[config.mk]
export PLATFORM = sky130hd
export DESIGN_NAME = sop_dual_unit
export DESIGN_NICKNAME = d
export VERILOG_FILES = /design/src/rtl/sop_pkg.sv /design/src/rtl/sop_ripple_add.sv /design/src/rtl/sop_gate_row.sv /design/src/rtl/sop_mult_slice.sv /design/src/rtl/sop_shift_add_mult.sv /design/src/rtl/sop_dual_unit.sv
export SDC_FILE = /design/constraint.sdc
export NUM_CORES = 1
export LEC_CHECK = 0
export ABC_AREA = 1
export BUFFER_PORTS_ARGS = -buffer_cell sky130_fd_sc_hd__clkbuf_2
export CORE_MARGIN = 3
export CORE_UTILIZATION = 46
export DETAILED_ROUTE_END_ITERATION = 6
export PLACE_DENSITY_LB_ADDON = 0.12
export SLEW_MARGIN = 20
export SYNTH_ARGS = -nofsm -noshare
export SYNTH_HDL_FRONTEND = slang
export SYNTH_HIERARCHICAL = 1
export SYNTH_SLANG_ARGS = --single-unit
[constraint.sdc]
create_clock -name vclk -period 26.5
set_input_delay 6.625 -clock vclk [all_inputs]
set_output_delay 6.625 -clock vclk [all_outputs]
set_load 0.03 [all_outputs]
[src/rtl/sop_pkg.sv]
`timescale 1ns/1ps
package sop_pkg;

  typedef struct packed {
    logic sum;
    logic cout;
  } fa_t;

  function automatic fa_t full_add(input logic x, input logic y, input logic ci);
    fa_t r;
    r.sum  = x ^ y ^ ci;
    r.cout = (x & y) | (ci & (x ^ y));
    return r;
  endfunction

  // bit offset of partial-sum stage i in a packed bus; stage j is n+j bits wide
  function automatic int stage_off(input int n, input int i);
    return i * n + (i * (i - 1)) / 2;
  endfunction

endpackage

[src/rtl/sop_ripple_add.sv]
`timescale 1ns/1ps
module sop_ripple_add #(
  parameter int W = 8
) (
  input  logic [W-1:0] a_i,
  input  logic [W-1:0] b_i,
  output logic [W:0]   sum_o
);
  import sop_pkg::*;

  logic [W:0]   carry;
  logic [W-1:0] s;

  assign carry[0] = 1'b0;

  for (genvar k = 0; k < W; k++) begin : g_bit
    fa_t r;
    assign r          = full_add(a_i[k], b_i[k], carry[k]);
    assign s[k]       = r.sum;
    assign carry[k+1] = r.cout;
  end

  assign sum_o = {carry[W], s};
endmodule

[src/rtl/sop_gate_row.sv]
`timescale 1ns/1ps
module sop_gate_row #(
  parameter int W = 8
) (
  input  logic [W-1:0] data_i,
  input  logic         sel_i,
  output logic [W-1:0] gated_o
);
  for (genvar k = 0; k < W; k++) begin : g_mux
    assign gated_o[k] = sel_i ? data_i[k] : 1'b0;
  end
endmodule

[src/rtl/sop_mult_slice.sv]
`timescale 1ns/1ps
module sop_mult_slice #(
  parameter int N   = 8,
  parameter int IDX = 0
) (
  input  logic [N-1:0]   mcand_i,
  input  logic           sel_i,
  input  logic [N+IDX-1:0] acc_i,
  output logic [N+IDX:0]   acc_o
);
  localparam int AW = N + IDX;

  logic [N-1:0]  gated;
  logic [AW-1:0] addend;

  sop_gate_row #(.W(N)) u_gate (
    .data_i (mcand_i),
    .sel_i  (sel_i),
    .gated_o(gated)
  );

  assign addend = AW'(gated) << IDX;

  sop_ripple_add #(.W(AW)) u_add (
    .a_i  (acc_i),
    .b_i  (addend),
    .sum_o(acc_o)
  );
endmodule

[src/rtl/sop_shift_add_mult.sv]
`timescale 1ns/1ps
module sop_shift_add_mult #(
  parameter int N = 8
) (
  input  logic [N-1:0]   mcand_i,
  input  logic [N-1:0]   mplier_i,
  output logic [2*N-1:0] prod_o
);
  localparam int TOT = sop_pkg::stage_off(N, N + 1);

  // stage i occupies N+i bits; stage 0 is the zero seed, stage N the product
  logic [TOT-1:0] acc_bus;

  assign acc_bus[N-1:0] = '0;

  for (genvar i = 0; i < N; i++) begin : g_slice
    localparam int OFF_IN  = sop_pkg::stage_off(N, i);
    localparam int OFF_OUT = sop_pkg::stage_off(N, i + 1);

    sop_mult_slice #(.N(N), .IDX(i)) u_slice (
      .mcand_i(mcand_i),
      .sel_i  (mplier_i[i]),
      .acc_i  (acc_bus[OFF_IN +: N+i]),
      .acc_o  (acc_bus[OFF_OUT +: N+i+1])
    );
  end

  assign prod_o = acc_bus[sop_pkg::stage_off(N, N) +: 2*N];
endmodule

[src/rtl/sop_dual_unit.sv]
`timescale 1ns/1ps
module sop_dual_unit #(
  parameter int N = 8
) (
  input  logic [N-1:0] a_i,
  input  logic [N-1:0] b_i,
  input  logic [N-1:0] c_i,
  output logic [2*N:0] p1_o,
  output logic [2*N:0] p2_o
);
  localparam int PW = 2 * N;

  logic [PW-1:0] prod_ab, prod_ac, prod_bc;

  sop_shift_add_mult #(.N(N)) u_mul_ab (.mcand_i(a_i), .mplier_i(b_i), .prod_o(prod_ab));
  sop_shift_add_mult #(.N(N)) u_mul_ac (.mcand_i(a_i), .mplier_i(c_i), .prod_o(prod_ac));
  sop_shift_add_mult #(.N(N)) u_mul_bc (.mcand_i(b_i), .mplier_i(c_i), .prod_o(prod_bc));

  // shared A*C fans out to both adders
  sop_ripple_add #(.W(PW)) u_add_p1 (.a_i(prod_ab), .b_i(prod_ac), .sum_o(p1_o));
  sop_ripple_add #(.W(PW)) u_add_p2 (.a_i(prod_ac), .b_i(prod_bc), .sum_o(p2_o));
endmodule

# Word level (Yosys, flattened, before mapping)
# Index checks and enable logic that the tools add are counted.
totals:
  ff_bits: 0
  in_bits: 24
  output_inout_bits: 34
  wordCells: 1114
classes:
  mux: 192
  bitwise_logic: 922
op_table:
  columns: ["operator", "n"]
  rows:
  - ["$and 1x1->1", 374]
  - ["$xor 1x1->1", 374]
  - ["$mux 1", 192]
  - ["$or 1x1->1", 174]

# Depth between registers and ports, before layout
depth:
  depth_word: 44
  ltp_mapped: 47
  ltp_nobuf: 46

# Hierarchy
# The synthesis kept the hierarchy.
modules_own_cells:
  columns: ["module", "instances", "cells_per_inst", "area_per_inst_um2", "seq_area_each_um2"]
  rows:
  - ["sop_gate_row", 24, 17, 65.1, 0.0]
  - ["sop_ripple_add (u_mul_ab.g_slice[7].u_slice.u_add ...)", 3, 25, 330.3, 0.0]
  - ["sop_ripple_add (u_mul_ab.g_slice[6].u_slice.u_add ...)", 3, 24, 310.3, 0.0]
  - ["sop_ripple_add (u_mul_ab.g_slice[5].u_slice.u_add ...)", 3, 23, 290.3, 0.0]
  - ["sop_ripple_add (u_mul_ab.g_slice[4].u_slice.u_add ...)", 3, 22, 270.3, 0.0]
  - ["sop_ripple_add (u_mul_ab.g_slice[3].u_slice.u_add ...)", 3, 21, 250.2, 0.0]
  - ["sop_ripple_add (u_add_p1 ...)", 2, 26, 350.3, 0.0]
  - ["sop_ripple_add (u_mul_ab.g_slice[2].u_slice.u_add ...)", 3, 20, 230.2, 0.0]
  - ["sop_ripple_add (u_mul_ab.g_slice[1].u_slice.u_add ...)", 3, 19, 210.2, 0.0]
  - ["sop_ripple_add (u_mul_ab.g_slice[0].u_slice.u_add ...)", 3, 18, 190.2, 0.0]
  - ["sop_mult_slice (u_mul_ab.g_slice[1].u_slice ...)", 21, 1, 3.8, 0.0]
  - ["sop_shift_add_mult", 3, 1, 3.8, 0.0]

# Worst setup path before layout
# No wires, ideal clock.
synth_timing:
  path_kind: "input to output"
  startpoint: "input c_i[0]"
  endpoint: "output p2_o[15]"
  arrival_ns: 17.075
  required_time_ns: 19.875
  setup_slack_ns: 2.800
  stages: 36
  path_buffers: 1
  cell_sequence: "buf_2 nand2_1 inv_1 inv_1 fa_1 inv_1 inv_1 fa_1 inv_1 fa_1 fa_1 fa_1 fa_1 fa_1 fa_1 fa_1 fa_1 fa_1 fa_1 fa_1 fa_1 fa_1 fa_1 fa_1 fa_1 inv_1 fa_1 inv_1 fa_1 inv_1 fa_1 inv_1 fa_1 inv_1 fa_1 inv_1"
synth_via:
  elab_cells_between_ends: 587
  classes_between: "mux (16); bitwise (571)"
synth_rtl:
  columns: ["element", "line", "rtl"]
  rows:
  - ["start: declaration", "sop_dual_unit.sv:7", "input logic [N-1:0] c_i,"]
  - ["$mux 1 *", "sop_gate_row.sv:10", "assign gated_o[k] = sel_i ? data_i[k] : 1'b0;"]
  - ["named net u_mul_ac.g_slice[0].u_slice.addend[1]", "sop_mult_slice.sv:14", "logic [AW-1:0] addend;"]
  - ["$and 1x1->1 *", "sop_pkg.sv:12", "r.cout = (x & y) | (ci & (x ^ y));"]
  - ["$xor 1x1->1 *", "sop_pkg.sv:11", "r.sum = x ^ y ^ ci;"]
  - ["named net u_mul_ac.acc_bus[19]", "sop_shift_add_mult.sv:12", "logic [TOT-1:0] acc_bus;"]
  - ["$and 1x1->1 *", "sop_pkg.sv:12", null]
  - ["$xor 1x1->1 *", "sop_pkg.sv:11", null]
  - ["named net u_mul_ac.acc_bus[30]", "sop_shift_add_mult.sv:12", null]
  - ["[... 2 more ...]", null, null]
  - ["named net u_mul_ac.acc_bus[42]", "sop_shift_add_mult.sv:12", null]
  - ["[... 2 more ...]", null, null]
  - ["named net u_mul_ac.acc_bus[55]", "sop_shift_add_mult.sv:12", null]
  - ["[... 2 more ...]", null, null]
  - ["named net u_mul_ac.acc_bus[69]", "sop_shift_add_mult.sv:12", null]
  - ["[... 12 more ...]", null, null]
  - ["named net u_mul_ac.acc_bus[89]", "sop_shift_add_mult.sv:12", null]
  - ["[... 3 more ...]", null, null]
  - ["$and 1x1->1 *", "sop_pkg.sv:12", null]
  - ["$or 1x1->1 *", "sop_pkg.sv:12", null]
  - ["$xor 1x1->1 *", "sop_pkg.sv:11", null]
  - ["named net prod_ac[14]", "sop_dual_unit.sv:13", "logic [PW-1:0] prod_ab, prod_ac, prod_bc;"]
  - ["$xor 1x1->1", "sop_pkg.sv:12", null]
  - ["$and 1x1->1", "sop_pkg.sv:12", null]
  - ["$or 1x1->1 *", "sop_pkg.sv:12", null]
  - ["$xor 1x1->1 *", "sop_pkg.sv:11", null]
  - ["end: declaration", "sop_dual_unit.sv:9", "output logic [2*N:0] p2_o"]
# Mark *: on every way through the listed nets, which the timed path passes. The rest lies on a longest branch.

# Worst setup path in the final report
layout_timing:
  startpoint: "input a_i[1]"
  endpoint: "output p1_o[15]"
layout_via:
  elab_cells_between_ends: 566
  classes_between: "mux (16); bitwise (550)"
layout_rtl:
  columns: ["element", "line", "rtl"]
  rows:
  - ["start: declaration", "sop_dual_unit.sv:5", "input logic [N-1:0] a_i,"]
  - ["$mux 1 *", "sop_gate_row.sv:10", null]
  - ["named net u_mul_ab.g_slice[0].u_slice.addend[1]", "sop_mult_slice.sv:14", null]
  - ["$and 1x1->1 *", "sop_pkg.sv:12", null]
  - ["$xor 1x1->1 *", "sop_pkg.sv:11", null]
  - ["named net u_mul_ab.acc_bus[19]", "sop_shift_add_mult.sv:12", null]
  - ["$and 1x1->1 *", "sop_pkg.sv:12", null]
  - ["$xor 1x1->1 *", "sop_pkg.sv:11", null]
  - ["named net u_mul_ab.acc_bus[30]", "sop_shift_add_mult.sv:12", null]
  - ["[... 12 more ...]", null, null]
  - ["named net u_mul_ab.acc_bus[47]", "sop_shift_add_mult.sv:12", null]
  - ["[... 4 more ...]", null, null]
  - ["named net u_mul_ab.acc_bus[60]", "sop_shift_add_mult.sv:12", null]
  - ["[... 4 more ...]", null, null]
  - ["named net u_mul_ab.acc_bus[74]", "sop_shift_add_mult.sv:12", null]
  - ["[... 4 more ...]", null, null]
  - ["named net u_mul_ab.acc_bus[89]", "sop_shift_add_mult.sv:12", null]
  - ["[... 2 more ...]", null, null]
  - ["named net prod_ab[12]", "sop_dual_unit.sv:13", null]
  - ["$xor 1x1->1", "sop_pkg.sv:12", null]
  - ["$and 1x1->1", "sop_pkg.sv:12", null]
  - ["$or 1x1->1 *", "sop_pkg.sv:12", null]
  - ["$and 1x1->1 *", "sop_pkg.sv:12", null]
  - ["$or 1x1->1 *", "sop_pkg.sv:12", null]
  - ["$and 1x1->1 *", "sop_pkg.sv:12", null]
  - ["$or 1x1->1 *", "sop_pkg.sv:12", null]
  - ["$xor 1x1->1 *", "sop_pkg.sv:11", null]
  - ["end: declaration", "sop_dual_unit.sv:8", "output logic [2*N:0] p1_o,"]
# Marks and branches as above.

==> qor.csv <==
stage;metric;value;unit
sta;Setup-failing EPs final;0;
routing;vias after detailed routing;5310;
worst_setup_path;Worst path max stage delay;530;ps
synthesis;Post-Synthesis Cells;1000;
floorplan;Die Y;143;um
routing;Antenna Violating Nets Remaining;0;
floorplan;Site Rows;49;
floorplan;Die ar.;20400;um^2
sta;min Tclk post-route;24290;ps
finish;n_diodes;0;
finish;Layout area overhead;9.15;%
sta;final period utilization;0.916;
clock_tree;hold buffers post-CTS;0;
floorplan;die width;143;um
worst_setup_path;Setup crit end kind;output port;
place;PortBufs;58;
finish;fill count;1781;
worst_setup_path;CP max stage cell;fa_1;
routing;DRC;0;
grt;GRT Total Usage;0.155;
finish;Post-Layout Cell Count;1349;
routing;final WL;13900;um
place;Final HPWL DP;12900;um
grt;vias in the first global route;5804;
grt;largest net degree at the start of global routing;17;
finish;clock buffer count;0;
finish;FFs & Latches;0;
finish;layout cell share with drive strength beyond 1;0.0536;
routing;DR iter-0 viols;88;
synthesis;Cell Area, Synth;8600;um^2
worst_setup_path;most frequent CP cell;fa_1;
grt;first-pass GRT wire length;26200;um
clock_tree;post-cts sizing count;0;
sta;Max Slew Vio Count;0;
synthesis;Yosys warning total;6;
sta;RSZ-0062 raised after global routing;false;
floorplan;number of top-level pins;58;
synthesis;Yosys cell types;6;
hold_path;hold path depth;6;
synthesis;syn_area_per_cell;8.60;um^2
worst_setup_path;Critical Path RT;19880;ps
sta;Final Hold Vio Count;0;
floorplan;starting density of the core;0.474;
floorplan;core footprint;18100;um^2
outcome;outcome;finished clean;
routing;First-pass DRT Iterations;4;
grt;total gr overflow;0;
worst_setup_path;Startpoint Class;primary input;
clock_tree;Post-CTS Repair Setup Buffers;0;
finish;nets@finish;1454;
place;dpl cells;1349;
sta;fmax;0.0412;GHz
synthesis;register area share after synthesis;0;
worst_setup_path;crit-path max FO;16;
sta;final setup TNS;0;ps
routing;WL per Instance;10.3;um
grt;initial antenna violation count;0;
worst_setup_path;Worst EP arrival;17660;ps
place;routability congestion estimate;0.754;
worst_setup_path;WS Path Type;primary input to output port;
routing;Vias per Instance;3.94;
finish;FF+latch area;0;um^2
job;Max Cap Viol;0;
hold_path;Min-Delay Path Class;primary input to output port;
## synthesized netlist by cell type, drive strengths merged
cell / n / area, um^2
conb: 24 / 90.1
inv: 452 / 1700
ha: 26 / 325
buf: 24 / 120
fa: 282 / 5650
nand2: 192 / 721
## final timing paths
path,from,end,slack (ps)
setup / recovery,a_i[1],p1_o[15],2210
hold / removal,c_i[7],p2_o[11],14300
## through the flow
step	utilization	hold WS [ps]	instance area, um^2	worst slack, ps
global route	0.517	14390	9390	1640
global placement	0.517	14310	9390	2250
floorplan	-	13860	8910	2800
detailed placement	0.517	14310	9390	2040
finish	0.517	14300	9390	2210
CTS	0.517	14330	9390	2060
## layout by cell type, fill, tap and decap left out
master	n
conb_1	108
nand2_1	192
ha_1	26
buf_4	2
clkbuf_2	58
fa_1	282
inv_1	452
## layout make-up
cell class                 count  area (um^2)  area share
inverter                     452         1700       0.181
multi-input combinational    608         7100       0.756
timing repair buffer          60          305      0.0325
tap                          229          287      0.0305
## worst max-delay path: cells and delay by family
family	cells	cell delay, ps
fa+ha+maj	23	9780
buf+inv	13	1120
simple gates	1	90
## routing by layer
layer / routed length [um] / vias to the layer above / GRT usage
li1: - / 2659 / -
met1: 5880 / 2599 / 0.201
met2: 7720 / 46 / 0.303
met3: 195 / 6 / 0.00335
met4: 131 / 0 / 0.0110
met5: 0 / - / 0
## cells by family (layout without fill, tap and decap cells)
kind of cell	after synthesis	count (layout)	share of synthesized area
buffers and inverters	476	512	0.211
AND/OR/NAND/NOR	192	192	0.0838
adder cells (fa/ha/maj)	308	308	0.694
other	24	108	0.0105
Power is not shown: default switching activity piles up to over one toggle a cycle in this logic, so the estimate is an artifact.
